File: src/rtl/xmem_pkg.sv
package xmem_pkg;
  localparam int unsigned ADDR_LANES = 3;

  typedef enum logic [1:0] {
    XS_IDLE   = 2'd0,
    XS_STROBE = 2'd1,
    XS_HOLD   = 2'd2
  } xs_state_e;

  typedef enum logic {
    SRC_POINTER  = 1'b0,
    SRC_INDIRECT = 1'b1
  } addr_src_e;
endpackage

File: src/rtl/xmem_addr_build.sv
module xmem_addr_build
  import xmem_pkg::*;
#(
  parameter int unsigned BYTE_W = 8,
  localparam int unsigned ADDR_W = BYTE_W * ADDR_LANES
) (
  input  addr_src_e           src,
  input  logic [BYTE_W-1:0]   page,
  input  logic [BYTE_W-1:0]   ptr_hi,
  input  logic [BYTE_W-1:0]   ptr_lo,
  input  logic [BYTE_W-1:0]   ext_hi,
  input  logic [BYTE_W-1:0]   reg_lo,
  output logic [ADDR_W-1:0]   addr
);
  // lane 0 = low byte, lane 1 = middle byte, top lane = page
  for (genvar g = 0; g < ADDR_LANES; g++) begin : g_lane
    if (g == 0) begin : g_low
      assign addr[g*BYTE_W +: BYTE_W] = (src == SRC_INDIRECT) ? reg_lo : ptr_lo;
    end else if (g == 1) begin : g_mid
      assign addr[g*BYTE_W +: BYTE_W] = (src == SRC_INDIRECT) ? ext_hi : ptr_hi;
    end else begin : g_page
      assign addr[g*BYTE_W +: BYTE_W] = page;
    end
  end
endmodule

File: src/rtl/xmem_seq.sv
module xmem_seq
  import xmem_pkg::*;
#(
  parameter int unsigned STRETCH_W = 3
) (
  input  logic                 clk,
  input  logic                 rst,
  input  logic                 start,
  input  logic                 start_wr,
  input  logic [STRETCH_W-1:0] stretch,
  output logic                 idle,
  output logic                 busy,
  output logic                 rd_q,
  output logic                 wr_q,
  output logic                 oe_q,
  output logic                 capture,
  output logic                 done_q
);
  xs_state_e            state;
  logic [STRETCH_W-1:0] cnt;

  assign idle    = (state == XS_IDLE);
  assign busy    = !idle;
  assign capture = (state == XS_STROBE) && (cnt == '0) && rd_q;

  always_ff @(posedge clk) begin
    if (rst) begin
      state  <= XS_IDLE;
      cnt    <= '0;
      rd_q   <= 1'b0;
      wr_q   <= 1'b0;
      oe_q   <= 1'b0;
      done_q <= 1'b0;
    end else begin
      done_q <= 1'b0;
      case (state)
        XS_IDLE: begin
          if (start) begin
            state <= XS_STROBE;
            cnt   <= stretch;
            rd_q  <= !start_wr;
            wr_q  <= start_wr;
            oe_q  <= start_wr;
          end
        end
        XS_STROBE: begin
          if (cnt == '0) begin
            state <= XS_HOLD;
            rd_q  <= 1'b0;
            wr_q  <= 1'b0;
          end else begin
            cnt <= cnt - 1'b1;
          end
        end
        XS_HOLD: begin
          state  <= XS_IDLE;
          oe_q   <= 1'b0;
          done_q <= 1'b1;
        end
        default: state <= XS_IDLE;
      endcase
    end
  end

  // ---------------- checks kept beside the sequencer ----------------
  logic [STRETCH_W-1:0] len_q;
  logic [STRETCH_W:0]   wcnt;
  always_ff @(posedge clk) begin
    if (rst) begin
      len_q <= '0;
      wcnt  <= '0;
    end else begin
      if (start && idle) len_q <= stretch;
      wcnt <= (rd_q || wr_q) ? wcnt + 1'b1 : '0;
    end
  end

  a_r1_reset_quiet: assert property (@(posedge clk)
    rst |=> (!rd_q && !wr_q && !oe_q && !done_q));

  a_r4_width_bound: assert property (@(posedge clk) disable iff (rst)
    (rd_q || wr_q) |-> (wcnt <= {1'b0, len_q}));

  a_r4_width_exact: assert property (@(posedge clk) disable iff (rst)
    $fell(rd_q || wr_q) |-> ($past(wcnt) == {1'b0, len_q}));

  a_r11_one_strobe: assert property (@(posedge clk) disable iff (rst)
    !(rd_q && wr_q));

  a_r8_no_drive_on_read: assert property (@(posedge clk) disable iff (rst)
    rd_q |-> !oe_q);

  a_r7_single_done: assert property (@(posedge clk) disable iff (rst)
    done_q |=> !done_q);
endmodule

File: src/rtl/xmem_datapath.sv
module xmem_datapath #(
  parameter int unsigned ADDR_W = 24,
  parameter int unsigned DATA_W = 8
) (
  input  logic              clk,
  input  logic              rst,
  input  logic              load,
  input  logic              busy,
  input  logic [ADDR_W-1:0] addr_in,
  input  logic [DATA_W-1:0] wdata_in,
  input  logic              capture,
  input  logic [DATA_W-1:0] xdin,
  output logic [ADDR_W-1:0] addr_q,
  output logic [DATA_W-1:0] dout_q,
  output logic [DATA_W-1:0] rdata_q
);
  always_ff @(posedge clk) begin
    if (rst) begin
      addr_q  <= '0;
      dout_q  <= '0;
      rdata_q <= '0;
    end else begin
      if (load) begin
        addr_q <= addr_in;
        dout_q <= wdata_in;
      end
      if (capture) rdata_q <= xdin;
    end
  end

  a_r5_bus_stable: assert property (@(posedge clk) disable iff (rst)
    (busy && $past(busy)) |-> ($stable(addr_q) && $stable(dout_q)));
endmodule

File: src/rtl/xmem_stretch_if.sv
module xmem_stretch_if
  import xmem_pkg::*;
#(
  parameter int unsigned DATA_W    = 8,
  parameter int unsigned STRETCH_W = 3,
  localparam int unsigned ADDR_W   = DATA_W * ADDR_LANES
) (
  input  logic                 clk,
  input  logic                 rst,
  input  logic                 req_valid,
  output logic                 req_ready,
  input  logic                 req_write,
  input  logic                 req_indirect,
  input  logic [DATA_W-1:0]    req_page,
  input  logic [DATA_W-1:0]    req_ptr_hi,
  input  logic [DATA_W-1:0]    req_ptr_lo,
  input  logic [DATA_W-1:0]    req_ext_hi,
  input  logic [DATA_W-1:0]    req_reg_lo,
  input  logic [DATA_W-1:0]    req_wdata,
  input  logic [STRETCH_W-1:0] cfg_stretch,
  output logic                 rsp_valid,
  output logic [DATA_W-1:0]    rsp_rdata,
  output logic [ADDR_W-1:0]    xaddr,
  output logic [DATA_W-1:0]    xdout,
  input  logic [DATA_W-1:0]    xdin,
  output logic                 xdout_en,
  output logic                 xrd,
  output logic                 xwr
);
  logic              idle, busy, capture, take;
  logic [ADDR_W-1:0] addr_next;
  addr_src_e         src;

  assign src       = req_indirect ? SRC_INDIRECT : SRC_POINTER;
  assign req_ready = idle;
  assign take      = req_valid && idle;

  xmem_addr_build #(.BYTE_W(DATA_W)) u_addr (
    .src    (src),
    .page   (req_page),
    .ptr_hi (req_ptr_hi),
    .ptr_lo (req_ptr_lo),
    .ext_hi (req_ext_hi),
    .reg_lo (req_reg_lo),
    .addr   (addr_next)
  );

  xmem_seq #(.STRETCH_W(STRETCH_W)) u_seq (
    .clk      (clk),
    .rst      (rst),
    .start    (take),
    .start_wr (req_write),
    .stretch  (cfg_stretch),
    .idle     (idle),
    .busy     (busy),
    .rd_q     (xrd),
    .wr_q     (xwr),
    .oe_q     (xdout_en),
    .capture  (capture),
    .done_q   (rsp_valid)
  );

  xmem_datapath #(.ADDR_W(ADDR_W), .DATA_W(DATA_W)) u_dp (
    .clk      (clk),
    .rst      (rst),
    .load     (take),
    .busy     (busy),
    .addr_in  (addr_next),
    .wdata_in (req_wdata),
    .capture  (capture),
    .xdin     (xdin),
    .addr_q   (xaddr),
    .dout_q   (xdout),
    .rdata_q  (rsp_rdata)
  );

  a_r9_busy_not_ready: assert property (@(posedge clk) disable iff (rst)
    (xrd || xwr) |-> !req_ready);

  a_r9_ignored_when_busy: assert property (@(posedge clk) disable iff (rst)
    (req_valid && !req_ready && !rsp_valid) |=> !rsp_valid || !(xrd || xwr));
endmodule

File: config.mk
export PLATFORM = sky130hd
export DESIGN_NAME = xmem_stretch_if
export DESIGN_NICKNAME = d
export VERILOG_FILES = /design/src/rtl/xmem_pkg.sv /design/src/rtl/xmem_addr_build.sv /design/src/rtl/xmem_seq.sv /design/src/rtl/xmem_datapath.sv /design/src/rtl/xmem_stretch_if.sv
export SDC_FILE = /design/constraint.sdc
export NUM_CORES = 1
export LEC_CHECK = 0
export BUFFER_PORTS_ARGS = -buffer_cell sky130_fd_sc_hd__buf_4
export CELL_PAD_IN_SITES_DETAIL_PLACEMENT = 1
export CELL_PAD_IN_SITES_GLOBAL_PLACEMENT = 1
export CORE_MARGIN = 4
export CORE_UTILIZATION = 34
export DETAILED_ROUTE_END_ITERATION = 12
export PLACE_DENSITY_LB_ADDON = 0.1
export SKIP_CTS_REPAIR_TIMING = 1
export SLEW_MARGIN = 20
export SYNTH_ARGS = -nofsm -noshare
export SYNTH_HDL_FRONTEND = slang
export SYNTH_SLANG_ARGS = --single-unit
export TNS_END_PERCENT = 100
File: constraint.sdc
create_clock -name clk -period 4.3 [get_ports clk]
set_input_delay 0.86 -clock clk [delete_from_list [all_inputs] [get_ports clk]]
set_output_delay 0.86 -clock clk [all_outputs]
set_load 0.05 [all_outputs]
# == After elaboration in Yosys (flattened, before gate mapping) ==
# Index checks and enable logic that the tools add are counted.
# word_totals
elab_cells,43
out_inout_bits,45
register_bits,49
# classes
muxes,16
n_reduce_logical,12
eq_ne,5
n_addsub,1
# ops
op,n
8-bit two-way mux,2
3-bit two-way mux,2
1-bit case mux with 2 select lines,3
3-bit case mux with 2 select lines,1
3-bit AND reduction,2
1-bit two-way mux,5
2-bit two-way mux,2
2-bit inequality test (second input constant),2
2-bit case mux with 2 select lines,1
2-bit AND reduction,2
2-bit nonzero test,2
1-bit logical AND,3
3-bit logical NOT,1
3-bit by 1-bit subtractor with 3-bit output (second input constant),1
2-bit by 1-bit == test with 1-bit output (second input constant),1
2-bit == test (second input constant),1
2-bit logical NOT,1
2-bit by 1-bit inequality test with 1-bit output (second input constant),1
1-bit logical NOT,1

# == Depth between registers and ports, before layout ==
# Gate-level depths: netlist of the first run.
# depth
word_depth,4
depth_mapped,7

# == Hierarchy ==
# From an unflattened synthesis of the first run, not the netlist that was laid out.
# unflattened
cells_unflattened,207
hier_area_um2,2233.4
# by_module_without_submodules
mod,cells_per_inst,area_each_um2,seq_area_each_um2,instances
xmem_datapath,129,1445.1,800.8,1
xmem_seq,51,473.0,180.2,1
xmem_addr_build,26,309.0,0.0,1
xmem_stretch_if,1,6.3,0.0,1

# == Worst setup path after synthesis of the first run ==
# Ideal clock, no wire load.
# synth_timing
path_type,flip-flop to output port
from,register u_seq.state[0]
to,output port req_ready
n_path_buf,1
t_arrival_ps,948
t_required_ps,3440
path_stages_with_launch,3
path_slack_ps,2492
cell_sequence,dfxtp_1 > buf_6 > nor2_2
# synth_via
elab_chain_cells,1
# synth_rtl
item,line_no,rtl
start: declaration,xmem_seq.sv:19,xs_state_e state;
start signal: assignment,xmem_seq.sv:28,state <= XS_IDLE;
start signal: assignment,xmem_seq.sv:39,state <= XS_STROBE;
start signal: assignment,xmem_seq.sv:48,state <= XS_HOLD;
2-bit logical NOT,xmem_seq.sv:22,assign idle = (state == XS_IDLE);
end: declaration,xmem_stretch_if.sv:11,"output logic req_ready,"
# Every way passes these cells.

# == Worst setup path in the final report of the first run ==
# Same ends and word-level chain as after synthesis.

==> results of run 1 <==
==> state kept, by name, summed over array words and instances, names as in the netlist, 2 cells and up <==
| register | cells |
|---|---|
| u_dp.addr_q | 24 |
| u_seq.cnt | 3 |
| u_seq.state | 2 |
| u_dp.rdata_q | 8 |
| u_dp.dout_q | 8 |
==> worst max-delay path by stage <==
stage	end	slack, ps	cells after the start
6_report	req_ready	2190	2
5_1_grt	req_ready	2080	2
4_1_cts	req_ready	2170	2
3_5_place_dp	u_seq.rd_q	2150	6
3_3_place_gp	u_seq.rd_q	2180	6
2_1_floorplan	req_ready	2490	2
==> kinds of logic (layout without fill, tap and decap cells) <==
logic type | after synthesis | count (layout) | share of synthesized area (%)
DFF | 49 | 49 | 47.5
buffers and inverters | 20 | 119 | 5.15
muxes | 17 | 17 | 8.25
AOI/OAI and AO/OA | 54 | 54 | 18.3
and+or+nand+nor | 88 | 88 | 19.5
adders and majority gates | 2 | 2 | 1.21
==> worst reg2reg max path: stages, from the launching register on <==
cell and delay (ps):
dfxtp_1 640, and4bb_2 470, nand2_1 250, nand2_1 140, a21oi_1 70
==> power by group <==
part	internal, mW	leakage (nW)	switching [mW]
Clock	0.190	0.0585	0.153
Sequential	0.495	0.402	0.0306
Combinational	0.142	0.871	0.242
Total	0.827	1.33	0.425
==> layout by cell type, fill, tap and decap left out <==
cell type and count:
buf_4 109, dfxtp_1 49, nand2_1 41, a21oi_1 30, nor2_1 24, mux2i_1 17
a211oi_2 10, nand3_1 8, a211oi_1 8, clkbuf_8 6, nand2b_1 3, inv_1 2
nor2b_1 2, o21ai_0 2, nand3b_1 2, ha_1 2, nor2_2 1, nor3b_4 1
nand2_2 1, and4bb_2 1, a22oi_1 1, a2bb2oi_1 1, a211o_1 1, nor4bb_1 1
o21a_1 1, nor3_1 1, and2_1 1, nor3b_1 1, clkbuf_1 1, bufinv_16 1
==> routing by layer <==
metal  wire [µm]  GRT usage, %  share of wire, %
met3         416          5.28               7.3
met2        2790          26.3                49
met5           0             0                 0
met1        2400          18.0                42
met4          61          4.32               1.1
==> final cells by class <==
class,count,area (µm²)
inverter,2,7.51
clock inverter,1,30.0
multi-input combinational,161,976
sequential,49,981
fill,726,2930
clock buffer,7,86.3
tap,75,93.8
timing repair buffer,109,818
==> through the flow <==
step | hold WS (ps) | instances | total power [mW] | utilization [%]
2_1_floorplan | 469 | 230 | 0.800 | -
3_3_place_gp | 443 | 396 | 0.920 | 48.6
3_5_place_dp | 449 | 396 | 0.927 | 48.6
4_1_cts | 462 | 404 | 1.27 | 50.5
5_1_grt | 487 | 404 | 1.32 | 50.5
6_report | 458 | 404 | 1.25 | 50.5
==> run_results.csv, run 1 <==
group,metric,value,unit
critical_path,reg2reg_setup_slack,2610,ps
timing,fmax,474,MHz
power_and_ir_drop,power_leakage,1.33,nW
logic_synthesis,ys.flop_type,"dfxtp_1",
timing,fin_tns_setup,0,ps
critical_path,r2r-end,"u_dp.rdata_q[1]",
critical_path,cp.arrival,1250,ps
critical_path,max_stage_delay,640,ps
logic_synthesis,synth_most_common_cell,"dfxtp_1",
finish,areaGrowthSynthToFinish,45.1,%
logic_synthesis,synth_common_cells,"49 x dfxtp_1, 41 x nand2_1, 30 x a21oi_1, 24 x nor2_1, 17 x mux2i_1",
critical_path,r2r-start,"u_seq.state[0]",
global_route,antenna_found_initial,0,
run_status,status,"complete, no violations",
placed_design,dp_hpwl,4160,µm
critical_path,path_class,"reg -> out",
timing,hold_viol,0,
min_path,hold_class,"reg -> reg",
finish,diodes,0,
placed_design,place_congestion,0.697,
logic_synthesis,syn-num-nets,296,
timing,min_period,2110,ps
timing,max_slew.worst_pin.slew,571,ps
floorplanning,ios,109,
logic_synthesis,seq_area_frac_synth,47.5,%
drt,firstDrtPassIters,4,
floorplanning,num_rows,28,
floorplanning,die_w,85.9,µm
critical_path,crit_required,3440,ps
placed_design,placed_area,0.00288,mm²
drt,wl,5670,µm
clock_tree,cts_buffers,5,
drt,drt_iter0_drc,72,
critical_path,critPathCaptureType,"output port",
logic_synthesis,ys_types,31,
logic_synthesis,yosys.area.top_type,"dfxtp_1",
drt,wire_per_inst,14.0,µm
clock_tree,clkTransAtPathRegs,90,ps
critical_path,path_buf_inv,1,
logic_synthesis,avgSynthCellArea,8.97,µm²
critical_path,cp_slowest_cell,"dfxtp_1",
logic_synthesis,synth.area.top_cells,"dfxtp_1 48%, mux2i_1 8.2%, nand2_1 7.5%",
critical_path,cp_max_fo,13,
clock_tree,cts_root_buf,"clkbuf_8",
clock_tree,clock_path_buffers,2,
global_route,grt_pass1_vias,1926,
placed_design,io_buffers,108,
clock_tree,clock-sinks,49,
global_route,grt_usage,15.3,%
logic_synthesis,synth_cells,230,
floorplanning,start_util,34.8,%
floorplanning,die_height,85.9,µm
critical_path,crit_family,"flip-flops",
placed_design,dp_slack,2150,ps
global_route,grt_pass1_wl,9040,µm
finish,stdcell_area,0.00299,mm²
drt,vias_per_cell,4.83,
critical_path,r2r_cells,4,
min_path,hold_end,"u_dp.rdata_q[4]",
min_path,min-delay-start,"u_dp.rdata_q[4]",
timing,fin_ws,2190,ps
min_path,hold_depth,2,
timing,min_period_over_period,49.0,%
logic_synthesis,yosys_warnings,0,
drt,vias,1952,
logic_synthesis,synth_area,0.00206,mm²
clock_tree,htree_levels,2,
floorplanning,coreArea,0.00592,mm²
logic_synthesis,synth_edf_count,0,
critical_path,critPathLaunch,"u_seq.state[0]",
global_route,grt_max_degree,51,
timing,slew_headroom,62.0,%
floorplanning,die-area,0.00738,mm²
finish,final_nets,394,
timing,rsz0062_at_grt,"false",
power_and_ir_drop,ir_drop,0.183,mV
critical_path,crit_path_cell_trace,"nor2_2 > buf_4",
timing,finalSetupViolCount,0,
global_route,overflow,0,
timing,drv_slew,0,
drt,drc,0,
clock_tree,cts_tree,"built",
finish,drive_gt1_share,39.5,%
logic_synthesis,synthArstFlopShare,0,%
drt,ant_nets,0,
logic_synthesis,synth_top_area_share,47.5,%
timing,skew,4.72,ps
clock_tree,clk_latency,300,ps
run,drv_cap,0,
logic_synthesis,synth_seq_cells,49,
critical_path,cp-start-kind,"register",
power_and_ir_drop,power_density,418,mW/mm²
Power figures use the tool's default switching activity.
==> run 2: changes to the inputs <==
CORE_UTILIZATION = 28   (was 34)
clock period = 1.7 ns   (was 4.3 ns; I/O delays follow)
==> run 2 against run 1 <==
Against the previous run: non-clock buffer count is 3 higher; clock skew shrank 1.1 ps; largest power group unchanged; critical endpoint is now u_seq.cnt[1]; critical path depth grew 4; critical path type is now reg -> reg.
==> run_results.csv, run 2 (same netlist as run 1, synthesis figures left out) <==
group,metric,value,unit
power_and_ir_drop,power_density,987,mW/mm²
drt,wl,5760,µm
drt,drt_iter0_drc,54,
finish,diodes,0,
critical_path,cpMostUsedCell,"a211oi_1",
critical_path,critPathLaunch,"u_seq.cnt[0]",
global_route,antenna_found_initial,0,
timing,fmax,644,MHz
placed_design,io_buffers,108,
power_and_ir_drop,combPwrFrac,33.5,%
floorplanning,die_height,93.8,µm
critical_path,r2r-start,"u_seq.cnt[0]",
timing,hold_viol,0,
drt,ant_nets,0,
floorplanning,coreArea,0.00721,mm²
floorplanning,die_w,93.8,µm
run_status,status,"complete, no violations",
clock_tree,clock-sinks,49,
timing,min_period_over_period,91.3,%
power_and_ir_drop,p_clk_share,22.3,%
global_route,grt_pass1_vias,1902,
timing,max_slew.worst_pin.slew,593,ps
finish,areaGrowthSynthToFinish,46.8,%
critical_path,reg2reg_setup_slack,150,ps
drt,drc,0,
critical_path,cp-start-kind,"register",
placed_design,dp_hpwl,4310,µm
finish,final_nets,397,
clock_tree,htree_levels,2,
finish,regMostFlops,"u_dp.addr_q",
timing,rsz0062_at_grt,"false",
drt,wire_per_inst,13.4,µm
min_path,hold_class,"in -> reg",
timing,slew_headroom,60.4,%
critical_path,critPathCaptureType,"register",
critical_path,crit_path_cell_trace,"inv_1 > ha_1 > nor2b_1 > a211o_1 > a211oi_1 > a211oi_1",
floorplanning,die-area,0.00881,mm²
critical_path,r2r_cells,6,
global_route,grt_pass1_wl,9270,µm
timing,drv_slew,0,
clock_tree,clkTransAtPathRegs,90,ps
finish,layout_commonest_cell,"buf_4",
finish,largestRegisters,"u_dp.addr_q x24, u_dp.dout_q x8, u_dp.rdata_q x8",
critical_path,max_stage_delay,370,ps
critical_path,crit_required,1860,ps
power_and_ir_drop,p_total,2.99,mW
power_and_ir_drop,seqPwrFrac,44.3,%
critical_path,critPathCapture,"u_seq.cnt[1]",
global_route,grt_usage,13.1,%
critical_path,cp.arrival,1710,ps
global_route,grt_max_degree,50,
placed_design,place_congestion,0.697,
timing,skew,3.57,ps
clock_tree,clk_latency,290,ps
floorplanning,num_rows,31,
drt,vias_per_cell,4.48,
clock_tree,clock_path_buffers,2,
run,drv_cap,0,
power_and_ir_drop,power_leakage,1.34,nW
timing,finalSetupViolCount,0,
drt,firstDrtPassIters,4,
clock_tree,cts_tree,"built",
timing,min_period,1550,ps
finish,drive_gt1_share,40.7,%
finish,largest_reg_flops,24,
global_route,overflow,0,
critical_path,cp_slowest_cell,"dfxtp_2",
timing,fin_tns_setup,0,ps
power_and_ir_drop,internal_power,1.92,mW
power_and_ir_drop,switching_share,36.0,%
critical_path,path_class,"reg -> reg",
drt,vias,1932,
power_and_ir_drop,ir_drop,0.515,mV
clock_tree,cts_buffers,5,
critical_path,cp_max_fo,5,
floorplanning,ios,109,
floorplanning,start_util,28.6,%
critical_path,r2r-end,"u_seq.cnt[1]",
clock_tree,cts_root_buf,"clkbuf_8",
finish,layout_common_cells,"111 x buf_4, 48 x dfxtp_1, 41 x nand2_1",
power_and_ir_drop,p_switching,1.08,mW
run 2: cell types whose count changed in the layout (fill, tap and decap cells not counted), sizes merged:
cell / before / now
bufinv: 1 / 0
clkinvlp: 0 / 1
clkbuf: 7 / 5
buf: 109 / 112
clkinv: 0 / 2
run 2: cell type report:
type	count	area, µm²
well taps	99	124
fillers	894	4190
clock inverters	3	17.5
inverters	2	7.51
multi-input cells	161	976
clock buffers	5	68.8
repair buffers	112	853
flip-flops and latches	49	982
run 2: critical path: cells and delay by family (launching register included):
kind | cells | cell delay, ps
AOI/OAI and AO/OA | 3 | 630
and+or+nand+nor | 1 | 150
buffers and inverters | 1 | 70
DFF | 1 | 370
adders and majority gates | 1 | 200
run 2: worst min path at each step:
| stage | cells past startpoint | from | endpoint |
|---|---|---|---|
| final | 3 | req_wdata[6] | u_dp.dout_q[6] |
| after global routing | 3 | req_wdata[2] | u_dp.dout_q[2] |
| after CTS | 3 | req_page[0] | u_dp.addr_q[16] |
| after detailed placement | 2 | u_dp.addr_q[19] | u_dp.addr_q[19] |
| after global placement | 2 | u_dp.dout_q[7] | u_dp.dout_q[7] |
| after floorplan | 2 | u_seq.cnt[1] | u_seq.cnt[1] |
run 2: per-stage QoR:
stage | hold WS, ps | cells | instance area (µm²) | utilization [%] | worst slack (ps)
floorplan | 469 | 230 | 2060 | - | 115
global placement | 443 | 423 | 2940 | 40.8 | 145
detailed placement | 449 | 423 | 2940 | 40.8 | 88.6
CTS | 272 | 431 | 3030 | 42.0 | 82.6
global route | 274 | 431 | 3030 | 42.0 | 34.6
finish | 286 | 431 | 3030 | 42.0 | 147
run 2: routing by layer:
metal / wire length (µm) / GRT usage [%] / vias up
met5: 0 / 0 / -
met4: 42 / 2.89 / 0
met3: 401 / 3.85 / 5
met2: 2670 / 20.7 / 58
met1: 2640 / 17.6 / 883
li1: - / - / 986
run 2: power by group through the flow:
stage / Sequential, mW / Combinational, mW / Clock (mW)
global route: 1.34 / 1.08 / 0.764
finish: 1.32 / 1.00 / 0.666
detailed placement: 1.35 / 1.02 / 0
global placement: 1.35 / 1.01 / 0
CTS: 1.33 / 1.02 / 0.708
floorplan: 1.63 / 0.388 / 0
==> run 3: changes to the inputs <==
==> constraint.sdc (replaced) <==
create_clock -name clk -period 1.25 [get_ports clk]
set_input_delay 0.25 -clock clk [delete_from_list [all_inputs] [get_ports clk]]
set_output_delay 0.25 -clock clk [all_outputs]
set_load 0.005 [all_outputs]
==> run 3 against run 2 <==
Against the previous run: the flow now finishes with violations (negative setup slack); cell count grew 4.4%; die area unchanged; hold slack worse by 100 ps; critical path type unchanged; sequential share of layout area decreased by 2.6 points; core utilization increased by 3.7 points; first-iteration DRC count increased by 20%; sequential power increased by 36%; combinational power rose by 21%; critical path depth did not move; non-clock buffer count increased by 19; global-route usage grew 0.74 points; critical endpoint unchanged; clock power increased by 41%.
==> run_results.csv, run 3 (same netlist as run 1, synthesis figures left out) <==
group,metric,value,unit
placed_design,io_buffers,108,
finish,areaGrowthSynthToFinish,59.9,%
min_path,min-delay-start,"req_wdata[1]",
power_and_ir_drop,ir_drop,0.444,mV
finish,regMostFlops,"u_dp.addr_q",
placed_design,placed_area,0.00308,mm²
timing,max_slew.worst_pin.slew,370,ps
timing,min_period_over_period,105,%
drt,firstDrtPassIters,4,
global_route,overflow,0,
run_status,status,"finished with violations",
clock_tree,htree_levels,2,
finish,stdcell_area,0.00330,mm²
critical_path,cp.arrival,1510,ps
timing,rsz0062_at_grt,"true",
run,drv_cap,0,
critical_path,reg2reg_setup_slack,-70,ps
global_route,grt_pass1_wl,9670,µm
drt,ant_nets,0,
floorplanning,coreArea,0.00721,mm²
finish,largestRegisters,"u_dp.addr_q x24, u_dp.dout_q x8, u_dp.rdata_q x8",
placed_design,place_congestion,0.732,
floorplanning,die-area,0.00881,mm²
critical_path,path_class,"reg -> reg",
floorplanning,die_height,93.8,µm
power_and_ir_drop,p_total,3.94,mW
drt,wl,6540,µm
global_route,grt_max_degree,40,
floorplanning,die_w,93.8,µm
critical_path,r2r-end,"u_seq.cnt[1]",
critical_path,r2r_cells,6,
power_and_ir_drop,power_density,1190,mW/mm²
timing,hold_viol,0,
critical_path,path_buf_inv,1,
drt,drc,0,
floorplanning,num_rows,31,
critical_path,cp_max_fo,4,
global_route,grt_usage,13.8,%
drt,vias_per_cell,4.58,
clock_tree,cts_root_buf,"clkbuf_8",
finish,final_nets,416,
finish,fin_util,45.7,%
critical_path,cp_slowest_cell,"dfxtp_2",
placed_design,dp_hpwl,4590,µm
drt,vias,2063,
finish,drive_gt1_share,47.3,%
drt,wire_per_inst,14.5,µm
timing,drv_slew,0,
critical_path,critPathCaptureType,"register",
critical_path,cp-start-kind,"register",
clock_tree,clk_latency,310,ps
finish,layout_common_cells,"121 x buf_4, 46 x dfxtp_1, 40 x nand2_1",
timing,slew_headroom,75.3,%
timing,finalSetupViolCount,14,
global_route,grt_pass1_vias,2019,
floorplanning,ios,109,
critical_path,crit_required,1440,ps
timing,fmax,758,MHz
clock_tree,clock-sinks,49,
finish,largest_reg_flops,24,
timing,min_period,1320,ps
min_path,hold_end,"u_dp.dout_q[1]",
critical_path,r2r-start,"u_seq.cnt[0]",
timing,skew,9.24,ps
critical_path,crit_family,"compound AO/OA/AOI/OAI gates",
clock_tree,cts_tree,"built",
min_path,hold_depth,3,
floorplanning,start_util,28.6,%
finish,diodes,0,
min_path,hold_class,"in -> reg",
critical_path,crit_path_cell_trace,"inv_2 > ha_4 > nor2b_4 > a211o_1 > a211oi_2 > a211oi_1",
power_and_ir_drop,power_leakage,1.48,nW
clock_tree,clkTransAtPathRegs,90,ps
critical_path,max_stage_delay,350,ps
clock_tree,cts_buffers,5,
timing,fin_ws,-68.7,ps
clock_tree,clock_path_buffers,2,
finish,layout_commonest_cell,"buf_4",
drt,drt_iter0_drc,65,
global_route,antenna_found_initial,0,
run_status,violations,"negative setup slack",
run 3: metrics by stage:
step           instances  hold WS [ps]  setup TNS, ps  setup WS [ps]
6_report             450           184           -366          -68.7
4_1_cts              444           169          -1450           -159
2_1_floorplan        230           386          -19.1          -19.1
3_5_place_dp         436           449           -939          -80.8
3_3_place_gp         436           442           -392          -48.0
5_1_grt              450           180          -2000           -128
run 3: worst max path at each step:
stage / start / endpoint / slack, ps / cells past startpoint
after CTS: u_seq.state[0] / req_ready / -160 / 3
after detailed placement: u_seq.cnt[1] / u_dp.rdata_q[6] / -80 / 6
final: u_seq.cnt[0] / u_seq.cnt[1] / -70 / 6
after floorplan: u_seq.cnt[0] / u_seq.cnt[1] / -20 / 6
after global routing: u_seq.cnt[0] / u_seq.cnt[1] / -130 / 6
after global placement: u_seq.cnt[1] / u_dp.rdata_q[5] / -50 / 6
run 3: final cells by class:
| class | instances | area, µm² |
|---|---|---|
| clock buffer | 6 | 72.6 |
| clock inverter | 2 | 15.0 |
| fill | 877 | 3920 |
| inverter | 2 | 7.51 |
| multi-input combinational | 161 | 1040 |
| sequential | 49 | 985 |
| tap | 99 | 124 |
| timing repair buffer | 131 | 1050 |
run 3: metal layers:
metal,wire (µm),part of all wire (%),vias up,GRT usage (%)
met5,0,0,-,0
met4,93,1.4,0,5.42
met3,480,7.3,7,3.85
met2,3180,49,68,22.8
met1,2790,43,961,17.0
li1,-,-,1027,-
run 3: tightest hold or removal path, cell delays in order:
cell,delay (ps)
buf_4,110
nand2_1,50
a21oi_1,50
run 3: where the power goes:
group,internal (mW),total [mW],switching [mW]
Sequential,1.71,1.80,0.0901
Combinational,0.683,1.21,0.522
Clock,0.395,0.940,0.544
